### src/rtl/sram_ctl_pkg.sv
package sram_ctl_pkg;

    typedef enum logic [2:0] {
        ST_IDLE,
        ST_WR,
        ST_WREC,
        ST_RD,
        ST_RREL
    } state_t;

    function automatic int cdiv(input int num, input int den);
        return (num + den - 1) / den;
    endfunction

    function automatic int imax(input int a, input int b);
        return (a > b) ? a : b;
    endfunction

endpackage

### src/rtl/sram_ctl_cnt.sv
module sram_ctl_cnt #(
    parameter int W = 3
) (
    input  logic         clk,
    input  logic         rst_n,
    input  logic         load,
    input  logic [W-1:0] val,
    output logic         zero
);
    logic [W-1:0] cnt_d, cnt_q;

    always_comb begin
        cnt_d = cnt_q;
        if (load)
            cnt_d = val;
        else if (cnt_q != '0)
            cnt_d = cnt_q - 1'b1;
    end

    always_ff @(posedge clk) begin
        if (!rst_n) cnt_q <= '0;
        else        cnt_q <= cnt_d;
    end

    assign zero = (cnt_q == '0);

    AST_CNT_LOAD: assert property (@(posedge clk) disable iff (!rst_n)
        load |=> (cnt_q == $past(val)));
endmodule

### src/rtl/sram_ctl_lane.sv
module sram_ctl_lane (
    input  logic       act,
    input  logic       en,
    input  logic [7:0] rd_byte,
    output logic       lane_n,
    output logic [7:0] rd_keep
);
    assign lane_n  = !(act && en);
    assign rd_keep = en ? rd_byte : 8'h00;
endmodule

### src/rtl/sram_ctl.sv
module sram_ctl
    import sram_ctl_pkg::*;
#(
    parameter int AW      = 18,
    parameter int DW      = 16,
    parameter int CLK_NS  = 4,
    parameter int T_WP_NS = 7,
    parameter int T_DS_NS = 5,
    parameter int T_WC_NS = 10,
    parameter int T_RD_NS = 10,
    parameter int T_OE_NS = 5,
    parameter int T_HZ_NS = 5
) (
    input  logic               clk,
    input  logic               rst_n,
    input  logic               req,
    input  logic               req_we,
    input  logic [AW-1:0]      req_addr,
    input  logic [DW/8-1:0]    req_be,
    input  logic [DW-1:0]      req_wdata,
    output logic               ready,
    output logic               done,
    output logic [DW-1:0]      rdata,
    output logic [AW-1:0]      sram_addr,
    output logic               sram_ce_n,
    output logic               sram_we_n,
    output logic               sram_oe_n,
    output logic [DW/8-1:0]    sram_be_n,
    output logic [DW-1:0]      dq_out,
    output logic               dq_oe,
    input  logic [DW-1:0]      dq_in
);
    localparam int LANES    = DW / 8;
    localparam int WP_CYC   = imax(1, cdiv(imax(T_WP_NS, T_DS_NS), CLK_NS));
    localparam int REC_CYC  = imax(1, cdiv(T_WC_NS, CLK_NS) - WP_CYC);
    localparam int RD_CYC   = imax(1, cdiv(imax(T_RD_NS, T_OE_NS), CLK_NS));
    localparam int TURN_CYC = imax(1, cdiv(T_HZ_NS, CLK_NS));
    localparam int MAXC     = imax(imax(WP_CYC, REC_CYC), imax(RD_CYC, TURN_CYC));
    localparam int CW       = imax(1, $clog2(MAXC + 1));

    typedef struct packed {
        state_t            st;
        logic [AW-1:0]     addr;
        logic [LANES-1:0]  be;
        logic [DW-1:0]     wdata;
        logic [DW-1:0]     rdata;
        logic              ce_n;
        logic              we_n;
        logic              oe_n;
        logic              dq_oe;
        logic              done;
    } regs_t;

    localparam regs_t REGS_RST = '{
        st: ST_IDLE, addr: '0, be: '0, wdata: '0, rdata: '0,
        ce_n: 1'b1, we_n: 1'b1, oe_n: 1'b1, dq_oe: 1'b0, done: 1'b0
    };

    regs_t         r_d, r_q;
    logic          cnt_load;
    logic [CW-1:0] cnt_val;
    logic          cnt_zero;
    logic [DW-1:0] rd_merge;

    sram_ctl_cnt #(.W(CW)) u_cnt (
        .clk   (clk),
        .rst_n (rst_n),
        .load  (cnt_load),
        .val   (cnt_val),
        .zero  (cnt_zero)
    );

    for (genvar g = 0; g < LANES; g++) begin : g_lane
        sram_ctl_lane u_lane (
            .act     (!r_q.ce_n),
            .en      (r_q.be[g]),
            .rd_byte (dq_in[8*g +: 8]),
            .lane_n  (sram_be_n[g]),
            .rd_keep (rd_merge[8*g +: 8])
        );
    end

    always_comb begin
        r_d      = r_q;
        r_d.done = 1'b0;
        cnt_load = 1'b0;
        cnt_val  = '0;
        unique case (r_q.st)
            ST_IDLE: begin
                if (req) begin
                    r_d.addr  = req_addr;
                    r_d.be    = req_be;
                    r_d.wdata = req_wdata;
                    r_d.ce_n  = 1'b0;
                    cnt_load  = 1'b1;
                    if (req_we) begin
                        r_d.we_n  = 1'b0;
                        r_d.dq_oe = 1'b1;
                        r_d.st    = ST_WR;
                        cnt_val   = CW'(WP_CYC - 1);
                    end else begin
                        r_d.oe_n  = 1'b0;
                        r_d.st    = ST_RD;
                        cnt_val   = CW'(RD_CYC - 1);
                    end
                end
            end
            ST_WR: begin
                if (cnt_zero) begin
                    r_d.we_n  = 1'b1;
                    r_d.ce_n  = 1'b1;
                    r_d.dq_oe = 1'b0;
                    r_d.done  = 1'b1;
                    r_d.st    = ST_WREC;
                    cnt_load  = 1'b1;
                    cnt_val   = CW'(REC_CYC - 1);
                end
            end
            ST_WREC: begin
                if (cnt_zero) r_d.st = ST_IDLE;
            end
            ST_RD: begin
                if (cnt_zero) begin
                    r_d.rdata = rd_merge;
                    r_d.oe_n  = 1'b1;
                    r_d.ce_n  = 1'b1;
                    r_d.done  = 1'b1;
                    r_d.st    = ST_RREL;
                    cnt_load  = 1'b1;
                    cnt_val   = CW'(TURN_CYC - 1);
                end
            end
            ST_RREL: begin
                if (cnt_zero) r_d.st = ST_IDLE;
            end
            default: r_d = REGS_RST;
        endcase
    end

    always_ff @(posedge clk) begin
        if (!rst_n) r_q <= REGS_RST;
        else        r_q <= r_d;
    end

    assign ready     = (r_q.st == ST_IDLE);
    assign done      = r_q.done;
    assign rdata     = r_q.rdata;
    assign sram_addr = r_q.addr;
    assign sram_ce_n = r_q.ce_n;
    assign sram_we_n = r_q.we_n;
    assign sram_oe_n = r_q.oe_n;
    assign dq_out    = r_q.wdata;
    assign dq_oe     = r_q.dq_oe;

    AST_WRITE_STROBE: assert property (@(posedge clk) disable iff (!rst_n)
        !sram_we_n |-> (!sram_ce_n && sram_oe_n && dq_oe));
    AST_LANES_DESELECTED: assert property (@(posedge clk) disable iff (!rst_n)
        sram_ce_n |-> (&sram_be_n));
    AST_DONE_SINGLE: assert property (@(posedge clk) disable iff (!rst_n)
        done |=> !done);
    AST_NO_DRIVE_OE_LOW: assert property (@(posedge clk) disable iff (!rst_n)
        dq_oe |-> sram_oe_n);
    AST_DRIVE_AFTER_RELEASE: assert property (@(posedge clk) disable iff (!rst_n)
        $rose(dq_oe) |-> ($past(sram_oe_n) && $past(sram_oe_n, 2)));
    AST_READY_DESELECTED: assert property (@(posedge clk) disable iff (!rst_n)
        ready |-> (sram_ce_n && sram_we_n && sram_oe_n && !dq_oe));
    AST_ADDR_HELD: assert property (@(posedge clk) disable iff (!rst_n)
        (!sram_ce_n && $past(!sram_ce_n)) |-> $stable(sram_addr));
endmodule

### config.mk
export PLATFORM = sky130hd
export DESIGN_NAME = sram_ctl
export DESIGN_NICKNAME = d
export VERILOG_FILES = /design/src/rtl/sram_ctl_pkg.sv /design/src/rtl/sram_ctl_cnt.sv /design/src/rtl/sram_ctl_lane.sv /design/src/rtl/sram_ctl.sv
export SDC_FILE = /design/constraint.sdc
export NUM_CORES = 1
export LEC_CHECK = 0
export ABC_CLOCK_PERIOD_IN_PS = 3400
export BUFFER_PORTS_ARGS = -buffer_cell sky130_fd_sc_hd__buf_4
export CORE_AREA = 2 2 114 61
export CTS_CLUSTER_DIAMETER = 100
export DETAILED_ROUTE_END_ITERATION = 10
export DIE_AREA = 0 0 116 63
export PLACE_DENSITY = 0.82
export SETUP_SLACK_MARGIN = 0.5
export SYNTH_ARGS = -nofsm -noshare
export SYNTH_HDL_FRONTEND = slang
export SYNTH_SLANG_ARGS = --single-unit
### constraint.sdc
create_clock -name clk -period 3.4 [get_ports clk]
set_clock_uncertainty 0.2 [all_clocks]
set_input_delay 0.34 -clock clk [delete_from_list [all_inputs] [get_ports clk]]
set_output_delay 0.34 -clock clk [all_outputs]
set_load 0.01 [all_outputs]
[Word level (Yosys, flattened, before mapping)]
Cells that the tools add are included.
Operators by class
  muxes and demuxes: 32
  bitwise operators: 5
  eq/ne operators: 10
  reductions and logical operators: 21
  $add $sub $neg: 1
Operator list (number)
  36-bit case mux with 2 select lines: 1
  39-bit 2-to-1 mux: 1
  16-bit case mux with 2 select lines: 1
  17-bit 2-to-1 mux: 1
  8-bit 2-to-1 mux: 2
  4-bit AND reduction: 4
  2-bit 2-to-1 mux: 7
  3-bit case mux with 4 select lines: 1
  2-bit != test, second input constant: 5
  3-bit 2-to-1 mux: 3
  1-bit case mux with 3 select lines: 3
  4-bit OR reduction: 2
  1-bit 2-to-1 mux: 7
  3-bit by 2-bit == test with 1-bit output, second input constant: 2
  3-bit OR reduction: 2
  1-bit NOT: 5
  4-bit 2-to-1 mux: 1
  1-bit case mux with 2 select lines: 2
  1-bit case mux with 4 select lines: 1
  2-bit case mux with 2 select lines: 1
  2-bit AND reduction: 2
  2-bit nonzero test: 2
  2-bit OR reduction: 2
  3-bit by 1-bit == test with 1-bit output, second input constant: 1
  other kinds (7): 10
Storage, ports and cells
  flip-flop bits (word level): 62
  input port bits: 56
  word-level logic and storage cells: 80

[Longest topological paths before layout]
Gate-level depths: netlist of run 1.
  depth in word-level cells: 4
  depth in mapped cells: 7
  gate-level depth less buffers: 5

[Modules after synthesis]
Synthesis of run 1 repeated with hierarchy kept, for this count alone.
Second synthesis, totals
  cell total of the unflattened synthesis: 375
  area, all modules: 3161.8 sq um
By module, submodules not included
  sram_ctl: times used 1, area an instance 2930.3 sq um, sequential area each 1201.2 sq um, cells an instance 344
  sram_ctl_cnt: times used 1, area an instance 123.9 sq um, sequential area each 40.0 sq um, cells an instance 13
  sram_ctl_lane: times used 2, area an instance 53.8 sq um, sequential area each 0.0 sq um, cells an instance 9

[Least setup slack after synthesis of run 1]
Ideal clock, no wire load.
  path type: register to register
  start: register u_cnt.cnt_q[0]
  end: register r_q, in the netlist rdata[7]
  buffers on the path: 2
  data required time: 3.083 ns
  data arrival time: 1.322 ns
  path slack: 1.761 ns
  stages on the path, launching flop included: 8
  period minus slack after synthesis: 1.639 ns
  path through: dfxtp_1 -> inv_1 -> ha_1 -> inv_1 -> o311a_1 -> buf_6 -> buf_6 -> a22o_1
Between the ends
  word-level cells in the longest chain between the ends: 3
RTL lines
  from (decl): line sram_ctl_cnt.sv:10  | logic [W-1:0] cnt_d, cnt_q;
  from (signal assigned): line sram_ctl_cnt.sv:22  | else cnt_q <= cnt_d;
  2-bit logical NOT: line sram_ctl_cnt.sv:25  | assign zero = (cnt_q == '0);
  2-bit != test (no line)
  2-bit AND reduction (no line)
  to (signal assigned): line sram_ctl.sv:142  | else r_q <= r_d;
  to (decl): line sram_ctl.sv:59  | regs_t r_d, r_q;
No other way between the ends.
A chain may end at the register's enable or synchronous reset.

[Worst setup path after layout of run 1]
  start: register r_q[57] (netlist bit)
  end: register r_q, in the netlist rdata[7]
Between the ends
  word-level cells in the longest chain between the ends: 4
  elaborated cells on any way between the ends: 10
  classes of those cells: 5 x eq/ne; 1 x mux; 1 x bitwise; 3 x reduce/logical
RTL lines
  3-bit == test, or another cell as far along: line sram_ctl.sv:88  | unique case (r_q.st)
  4-bit OR reduction (no line)
  1-bit NOT (no line)
  2-bit AND reduction (no line)
Several ways; a longest one is shown, not always the timed one.

==> results of run 1 <==
-- flip-flops by register name, summed over array words and instances, names as in the netlist --
signal and cells:
done 1, sram_addr 18, u_cnt.cnt_q 2, r_q 5
dq_oe 1, sram_oe_n 1, dq_out 16, sram_we_n 1
rdata 16, sram_ce_n 1
-- cell usage after synthesis (2+ instances only) --
cell / count
a31oi_1: 2
a21oi_1: 40
and3_1: 3
o221a_2: 2
nand3_1: 36
clkbuf_1: 9
nand2b_1: 4
buf_2: 9
inv_1: 6
nor2_1: 5
buf_6: 5
inv_2: 2
a21o_1: 2
nand2_1: 40
buf_4: 54
o21ai_1: 2
dfxtp_1: 62
a22o_1: 17
nor2b_1: 3
-- metal layers --
metal,vias up,GRT usage (%),share of wire (%)
met3,6,5.82,7.9
met1,1033,24.4,50
met2,97,28.1,41
met5,-,0,0
li1,1133,-,-
met4,0,3.72,0.53
-- cell type report --
| cell class | count | area, µm² |
|---|---|---|
| multi-input cells | 169 | 968 |
| fillers | 578 | 2820 |
| flip-flops and latches | 62 | 1240 |
| clock inverters | 3 | 42.5 |
| repair buffers | 117 | 878 |
| clock buffers | 13 | 260 |
| inverters | 8 | 30.0 |
| well taps | 92 | 115 |
-- cells by family after synthesis --
logic type / count (synthesis) / synth area share, %
AO/OA/AOI/OAI: 71 / 16.9
AND/OR/NAND/NOR: 97 / 17.3
flip-flops: 62 / 44.8
buffers and inverters: 85 / 20.6
adder cells (fa/ha/maj): 1 / 0.452
-- power by group --
part	internal, W	leakage (nW)	switching, W
clock	0.000606	0.146	0.000298
sequential	0.000796	0.507	0.0000548
combinational	0.000211	0.944	0.000226
-- stage by stage --
stage               total power (W)  util (%)  instances  worst slack [ns]  hold WS (ns)
detailed placement          0.00130      50.8        448              1.17         0.254
finish                      0.00219      55.6        464              1.14        0.0333
floorplan                   0.00118         -        316              1.76         0.243
CTS                         0.00221      55.6        464              1.16        0.0272
global route                0.00231      55.6        464             0.999        0.0332
global placement            0.00129      50.8        448              1.30         0.256
-- worst reg2reg max path: cells and delay by family (launching register included) --
| kind | cells | cell delay (ns) |
|---|---|---|
| AOI/OAI and AO/OA | 3 | 1.16 |
| DFF | 1 | 0.45 |
| buffers and inverters | 1 | 0.39 |
-- final timing paths --
| check | to | start | slack [ns] | cells past startpoint |
|---|---|---|---|---|
| worst max register to register | rdata[7]$_SDFFE_PN0P_ | r_q[57]$_SDFFE_PN0P_ | 1.14 | 4 |
| worst max-delay path | rdata[7]$_SDFFE_PN0P_ | r_q[57]$_SDFFE_PN0P_ | 1.14 | 4 |
| worst min register to register | dq_out[10]$_SDFFE_PN0P_ | dq_out[10]$_SDFFE_PN0P_ | 0.26 | 2 |
| worst min-delay path | rdata[0]$_SDFFE_PN0P_ | dq_in[0] | 0.03 | 2 |
==> impl_metrics.json, run 1 <==
{
  "synth_cells": 316,
  "core_mm2": 0.00636,
  "die_area_mm2": 0.00731,
  "path_buf_inv": 1,
  "chipWidth_um": 116,
  "placed_area_mm2": 0.00323,
  "ys_async_sr_fraction_pct": 0,
  "tns_ns": 0,
  "ir_drop_mv": 0.288,
  "gr-total-overflow": 0,
  "synthDistinctLibCells": 32,
  "drtIter0Drc": 184,
  "via_per_inst": 4.89,
  "ys_warn_count": 0,
  "critPathTopFamily": "compound AO/OA/AOI/OAI gates",
  "power.leakage_nw": 1.60,
  "crit_path_max_fanout": 38,
  "drt_first_pass_iters": 4,
  "synth-main-ff-cell": "dfxtp_1",
  "drt-total-wl_mm": 6.40,
  "grt_pass1_vias": 2204,
  "period_share_pct": 66.5,
  "start_util_pct": 43.5,
  "synth_area_leaders": "dfxtp_1, buf_4, a21oi_1",
  "clk_pin_slew_worst_paths_ns": 0.05,
  "syn_area_mm2": 0.00277,
  "portBuffers": 113,
  "finalHoldViolations": 0,
  "synth-seq-area-share_pct": 44.8,
  "setup_viol": 0,
  "cts_resized": 0,
  "synth_seq_cells": 62,
  "grt_max_degree": 40,
  "vias": 2269,
  "hold_path_class": "in2reg",
  "cts_root_buf": "clkbuf_16",
  "area_growth_pct": 27.7,
  "path_cells": "o21ai_4 > buf_4 > o311a_1 > a22o_1",
  "syn_area_per_cell_um2": 8.76,
  "tritoncts": "built",
  "status": "completed",
  "synth_edf_count": 0,
  "gp_congestion": 0.787,
  "antenna_found_initial": 0,
  "worstSkewPairLatency_ns": 0.31,
  "final_common_cell": "buf_4",
  "grt_pass1_wl_mm": 10.5,
  "path_class": "reg2reg",
  "layout_common_cells": "buf_4, dfxtp_1, nand2_1, a21oi_1, nand3_1",
  "antenna_left": 0,
  "syn_nets": 373,
  "worstSetupEndpointType": "flip-flop",
  "cap_viol_max_count": 0,
  "route.detailed.drc": 0,
  "nets": 424,
  "post_cts_buffers": 0,
  "clkSinkCount": 62,
  "wl_per_cell_um": 13.8,
  "post-dp-hpwl_mm": 4.56,
  "cts_buffer_depth": 2,
  "synth_top_cell_area_share_pct": 44.8,
  "fp.dieH_um": 63,
  "grt_util_all_layers_pct": 18.0,
  "fin_crit_ns": 2.26,
  "cpPeakStageDelay_ns": 0.71,
  "row_count": 21,
  "cts_made_buffers": 9,
  "required_ns": 3.46,
  "rsz0062_at_grt": "no",
  "cts_hold_buf": 0,
  "clock.fmax_ghz": 0.443,
  "diodes": 0,
  "slew_headroom_pct": 50.9,
  "start_kind": "flip-flop",
  "stdcell_area_mm2": 0.00354,
  "h-tree-depth": 3,
  "drive_gt1_share_pct": 37.6,
  "slew_violations": 0,
  "pin_count": 114,
  "critPathArrivalTime_ns": 2.32,
  "slowest_stage": "o311a_1",
  "tightest_slew_ns": 0.733,
  "powerDensity_mw_per_mm2": 620,
  "synth_top_area_cell": "dfxtp_1"
}
(Power assumes the default switching activity.)
==> inputs of run 2 (changes only) <==
--- a/config.mk
+++ b/config.mk
@@ -5,7 +5,7 @@
 export SDC_FILE = /design/constraint.sdc
 export NUM_CORES = 1
 export LEC_CHECK = 0
-export ABC_CLOCK_PERIOD_IN_PS = 3400
+export ABC_CLOCK_PERIOD_IN_PS = 2100
 export BUFFER_PORTS_ARGS = -buffer_cell sky130_fd_sc_hd__buf_4
 export CORE_AREA = 2 2 114 61
 export CTS_CLUSTER_DIAMETER = 100
==> constraint.sdc (replaced) <==
create_clock -name clk -period 2.1 [get_ports clk]
set_clock_uncertainty 0.2 [all_clocks]
set_input_delay 0.21 -clock clk [delete_from_list [all_inputs] [get_ports clk]]
set_output_delay 0.21 -clock clk [all_outputs]
set_load 0.01 [all_outputs]
==> run 2 against run 1 <==
Core utilization increased by 14 points; sequential power increased by 65%; highest routed layer unchanged; setup slack got worse by 0.66 ns; count of clock-buffer cells in the layout unchanged; cell count increased by 15%.
==> impl_metrics.json, run 2 (same netlist as run 1, synthesis figures left out) <==
{
  "clk_pin_slew_worst_paths_ns": 0.05,
  "slew_violations": 0,
  "wl_per_cell_um": 16.2,
  "chipWidth_um": 116,
  "portBuffers": 113,
  "dr_wl_met2_mm": 3.93,
  "fp.dieH_um": 63,
  "drive_gt1_share_pct": 39.5,
  "area_growth_pct": 58.8,
  "gp_congestion": 0.841,
  "via_per_inst": 4.93,
  "rsz0062_at_grt": "yes",
  "required_ns": 1.69,
  "cts_root_buf": "clkbuf_16",
  "clock.fmax_ghz": 0.616,
  "ir_drop_mv": 0.374,
  "fin_crit_ns": 1.62,
  "nets": 495,
  "drtIter0Drc": 249,
  "start_kind": "flip-flop",
  "antenna_found_initial": 0,
  "drt-total-wl_mm": 8.67,
  "grt_max_degree": 38,
  "fin_ws_ns": 0.476,
  "crit_path_max_fanout": 8,
  "grt_pass1_wl_mm": 13.0,
  "sw_frac_of_total_pct": 28.1,
  "tritoncts": "built",
  "die_area_mm2": 0.00731,
  "dr_wl_met3_um": 748,
  "tightest_slew_ns": 0.509,
  "cap_viol_max_count": 0,
  "n_fill_cell": 491,
  "power.net_switching_w": 0.00109,
  "largest_register_ffs": 18,
  "finalHoldViolations": 0,
  "drt_first_pass_iters": 4,
  "p_comb_share_pct": 26.2,
  "instances_no_fill": 535,
  "worstSetupEndpointType": "output port",
  "top_layer": "met4",
  "clkPwrFrac_pct": 37.9,
  "grt_pass1_vias": 2617,
  "core_mm2": 0.00636,
  "grt_util_all_layers_pct": 23.4,
  "gr-total-overflow": 0,
  "layout.area.seq_mm2": 0.00125,
  "slew_headroom_pct": 66.0,
  "antenna_left": 0,
  "post-dp-hpwl_mm": 4.47,
  "power.leakage_nw": 1.94,
  "clkSinkCount": 62,
  "multi_input_area_mm2": 0.00114,
  "hold_path_class": "in2reg",
  "tns_ns": 0,
  "final_common_cell": "buf_4",
  "start_util_pct": 43.5,
  "wl_met1_mm": 3.80,
  "powerDensity_mw_per_mm2": 886,
  "path_class": "reg2out",
  "period_share_pct": 77.3,
  "vias": 2639,
  "worstSkewPairLatency_ns": 0.32,
  "critPathArrivalTime_ns": 1.21,
  "route.detailed.drc": 0,
  "setup_viol": 0,
  "row_count": 21,
  "diodes": 0,
  "sequentialPowerShare_pct": 35.9,
  "status": "completed",
  "dp_slack_ns": 0.182,
  "p_int_w": 0.00280,
  "cts_buffer_depth": 2,
  "power.total_w": 0.00390,
  "layout_common_cells": "buf_4, dfxtp_1, dlygate4sd3_1",
  "cts_made_buffers": 9,
  "pin_count": 114,
  "dp_cells": 449,
  "h-tree-depth": 3
}
==> run 2: changes by cell type in the layout (fill, tap and decap cells not counted), moves of 3 or more <==
| cell | change |
|---|---|
| o311a_4 | +3 |
| dfxtp_1 | -4 |
| buf_4 | +3 |
| dfxtp_4 | +3 |
| buf_6 | +3 |
| inv_2 | +3 |
| or4b_4 | +4 |
| dlygate4sd3_1 | +54 |
| inv_1 | -3 |
==> run 2: routing by layer <==
layer / up-vias / global-route usage (%)
li1: 1294 / -
met3: 17 / 7.08
met2: 117 / 38.9
met4: 0 / 7.14
met1: 1211 / 29.1
met5: - / 0
==> run 2: area by class of cell <==
| type | instances | share of cell area (%) |
|---|---|---|
| inverters | 8 | 0.683 |
| flip-flops and latches | 62 | 28.5 |
| clock inverters | 3 | 0.968 |
| clock buffers | 13 | 5.92 |
| repair buffers | 182 | 35.3 |
| well taps | 92 | 2.62 |
| multi-input cells | 175 | 26.0 |
==> run 2: path summary, 6_finish.rpt <==
| path | startpoint | endpoint | slack, ns | depth (start not counted) |
|---|---|---|---|---|
| worst max register to register | r_q[57]$_SDFFE_PN0P_ | dq_out[2]$_SDFFE_PN0P_ | 0.48 | 3 |
| worst max-delay path | r_q[59]$_SDFFE_PN0P_ | ready | 0.48 | 3 |
| worst min-delay path | req | sram_we_n$_SDFFE_PN1P_ | 0.16 | 4 |
| worst min register to register | sram_addr[6]$_SDFFE_PN0P_ | sram_addr[6]$_SDFFE_PN0P_ | 0.26 | 2 |
==> run 2: worst max-delay path, stage by stage (launching register included) <==
cell and delay, ns:
dfxtp_4 0.38, clkbuf_2 0.17, nor3_2 0.19, buf_4 0.14
==> run 2: metrics by stage <==
step	hold WS, ns	cell area [µm²]	util (%)
2_1_floorplan	0.135	2770	-
3_3_place_gp	0.220	3240	50.9
3_5_place_dp	0.223	3240	50.9
4_1_cts	0.130	4240	66.7
5_1_grt	0.192	4400	69.1
6_report	0.159	4400	69.1
==> run 2: power by group through the flow <==
stage	combinational, W	clock [W]	sequential (W)
finish	0.00102	0.00148	0.00140
global route	0.00110	0.00157	0.00141
CTS	0.000920	0.00150	0.00138
detailed placement	0.000719	0	0.00139
global placement	0.000698	0	0.00139
floorplan	0.000557	0	0.00136
==> run 2: what timing repair did <==
item | CTS | global route
gates cloned | 5 | 2
pin swaps | 5 | 10
hold buffers | 54 | 0
hold endpoints to repair | 55 | 0
setup buffers | 4 | 5
endpoints found under the setup margin | 59 | 60
resized for setup | 23 | 24
==> inputs of run 3 (changes only) <==
--- a/config.mk
+++ b/config.mk
@@ -5,7 +5,7 @@
 export SDC_FILE = /design/constraint.sdc
 export NUM_CORES = 1
 export LEC_CHECK = 0
-export ABC_CLOCK_PERIOD_IN_PS = 2100
+export ABC_CLOCK_PERIOD_IN_PS = 1540
 export BUFFER_PORTS_ARGS = -buffer_cell sky130_fd_sc_hd__buf_4
 export CORE_AREA = 2 2 114 61
 export CTS_CLUSTER_DIAMETER = 100
==> constraint.sdc (replaced) <==
create_clock -name clk -period 1.54 [get_ports clk]
set_clock_uncertainty 0.2 [all_clocks]
set_input_delay 0.154 -clock clk [delete_from_list [all_inputs] [get_ports clk]]
set_output_delay 0.154 -clock clk [all_outputs]
set_load 0.01 [all_outputs]
==> run 3 against run 2 <==
Wire length increased by 24%; register-to-register slack got worse by 0.63 ns; cell count up 9.3%; largest power group unchanged; sequential share of layout area decreased by 4.0 points; die area unchanged; via count rose by 13%; flip-flop and latch count is the same; non-clock buffer count grew 56; combinational power rose by 93%; design area is 23% higher; highest routed layer unchanged; the flow now finishes with violations (negative setup slack); power rose by 55%.
==> impl_metrics.json, run 3 (same netlist as run 1, synthesis figures left out) <==
{
  "largest_register_ffs": 18,
  "clkSinkCount": 62,
  "tightest_slew_ns": 0.434,
  "area_growth_pct": 94.9,
  "path_class": "reg2reg",
  "worstSetupStartpoint": "u_cnt.cnt_q[0]$_SDFFE_PN0P_",
  "grt_max_degree": 21,
  "gr-total-overflow": 0,
  "slew_violations": 0,
  "drt-total-wl_mm": 10.8,
  "cap_viol_max_count": 0,
  "slowest_stage": "a2111oi_1",
  "tns_ns": -4.53,
  "dp_cells": 469,
  "finalHoldViolations": 0,
  "drive_gt1_share_pct": 68.8,
  "antenna_left": 0,
  "pin_count": 114,
  "final_core_utilization_pct": 84.9,
  "period_share_pct": 110,
  "layout_common_cells": "buf_4, buf_6, dfxtp_2",
  "fin_ws_ns": -0.157,
  "rsz0062_at_grt": "yes",
  "instances_no_fill": 585,
  "path_cells": "inv_2 > ha_4 > buf_6 > a21o_1 > a31oi_1 > a2111oi_1",
  "worstHoldEndpoint": "r_q[58]$_SDFFE_PN0P_",
  "cts_root_buf": "clkbuf_16",
  "ir_drop_mv": 0.772,
  "worstReg2RegEnd": "r_q[58]$_SDFFE_PN0P_",
  "fin_crit_ns": 1.70,
  "die_area_mm2": 0.00731,
  "cts_made_buffers": 9,
  "cpPeakStageDelay_ns": 0.43,
  "worstSkewPairLatency_ns": 0.33,
  "clock.fmax_ghz": 0.589,
  "rrSetupSlack_ns": -0.16,
  "grt_pass1_vias": 2920,
  "diodes": 0,
  "row_count": 21,
  "tritoncts": "built",
  "h-tree-depth": 3,
  "violations": "negative setup slack",
  "setup_viol": 58,
  "chipWidth_um": 116,
  "antenna_found_initial": 0,
  "grt_pass1_wl_mm": 14.5,
  "fp.dieH_um": 63,
  "post-dp-hpwl_mm": 4.85,
  "vias": 2972,
  "hold_depth": 3,
  "nets": 545,
  "cts_buffer_depth": 2,
  "clk_pin_slew_worst_paths_ns": 0.05,
  "hold_path_class": "in2reg",
  "worstRegToRegCells": 6,
  "portBuffers": 113,
  "status": "complete, but fails checks",
  "required_ns": 1.52,
  "critPathArrivalTime_ns": 1.68,
  "core_mm2": 0.00636,
  "route.detailed.drc": 0,
  "via_per_inst": 5.08,
  "powerDensity_mw_per_mm2": 1120,
  "start_util_pct": 43.5,
  "worstHoldStart": "rst_n",
  "drtIter0Drc": 262,
  "slew_headroom_pct": 71.0,
  "grt_util_all_layers_pct": 26.1,
  "start_kind": "flip-flop",
  "gp_congestion": 0.926,
  "worstSetupEndpointType": "flip-flop",
  "power.leakage_nw": 2.38,
  "drt_first_pass_iters": 4,
  "worstReg2RegStart": "u_cnt.cnt_q[0]$_SDFFE_PN0P_",
  "crit_path_max_fanout": 5,
  "wl_per_cell_um": 18.4,
  "final_common_cell": "buf_4"
}
## run 3: cell types whose count changed in the layout (fill, tap and decap cells not counted), moves of 13 or more
cell,change
buf_6,+63
dfxtp_1,-57
dfxtp_2,+57
nand2_1,-13
nand3_1,-30
nand3_2,+30
## run 3: what timing repair did
action / CTS / global route
endpoints found under the hold margin: 59 / 5
setup endpoints to repair: 120 / 120
buffers inserted: 26 / 17
gates resized for setup: 134 / 46
pin swaps: 10 / 20
hold buffers: 53 / 2
cloned: 1 / 1
## run 3: cell type report
cell class / count / area, µm²
repair buffers: 238 / 2270
multi-input cells: 169 / 1340
flip-flops and latches: 62 / 1330
fillers: 315 / 961
clock buffers: 12 / 246
well taps: 92 / 115
clock inverters: 4 / 70.1
inverters: 8 / 32.5
## run 3: metrics by stage
stage	instance area [µm²]	total power, W	setup slack (ns)	hold WS [ns]
floorplan	3000	0.00277	-0.0869	0.0607
global placement	3630	0.00313	-0.0371	0.163
detailed placement	3630	0.00316	-0.0709	0.170
CTS	5070	0.00575	-0.0690	-0.146
global route	5400	0.00627	-0.182	0.0443
finish	5400	0.00606	-0.157	0.0373
## run 3: power by group
part           switching, W  total, W  leakage, nW  internal, W
combinational      0.000893   0.00197         1.69      0.00108
sequential         0.000128   0.00192        0.532      0.00179
clock              0.000717   0.00217        0.157      0.00145
## run 3: routing by layer
metal | wire (µm) | up-vias | global-route usage [%]
met5 | 0 | - | 0
met4 | 259 | 0 | 7.14
met3 | 715 | 32 | 9.21
met2 | 5440 | 135 | 44.3
met1 | 4350 | 1430 | 31.3
li1 | - | 1375 | -
## run 3: worst max-delay path by stage
stage	depth (start not counted)	slack [ns]	endpoint
3_3_place_gp	4	-0.04	sram_addr[0]$_SDFFE_PN0P_
2_1_floorplan	5	-0.09	sram_oe_n$_SDFFE_PN1P_
6_report	6	-0.16	r_q[58]$_SDFFE_PN0P_
4_1_cts	4	-0.07	u_cnt.cnt_q[0]$_SDFFE_PN0P_
5_1_grt	6	-0.18	r_q[58]$_SDFFE_PN0P_
3_5_place_dp	4	-0.07	sram_addr[16]$_SDFFE_PN0P_
## run 3: worst max-delay path: cells and delay by family (launching register included)
family | cells | cell delay, ns
adder cells (fa/ha/maj) | 1 | 0.17
buffers and inverters | 2 | 0.19
flip-flops | 1 | 0.32
AO/OA/AOI/OAI | 3 | 0.67
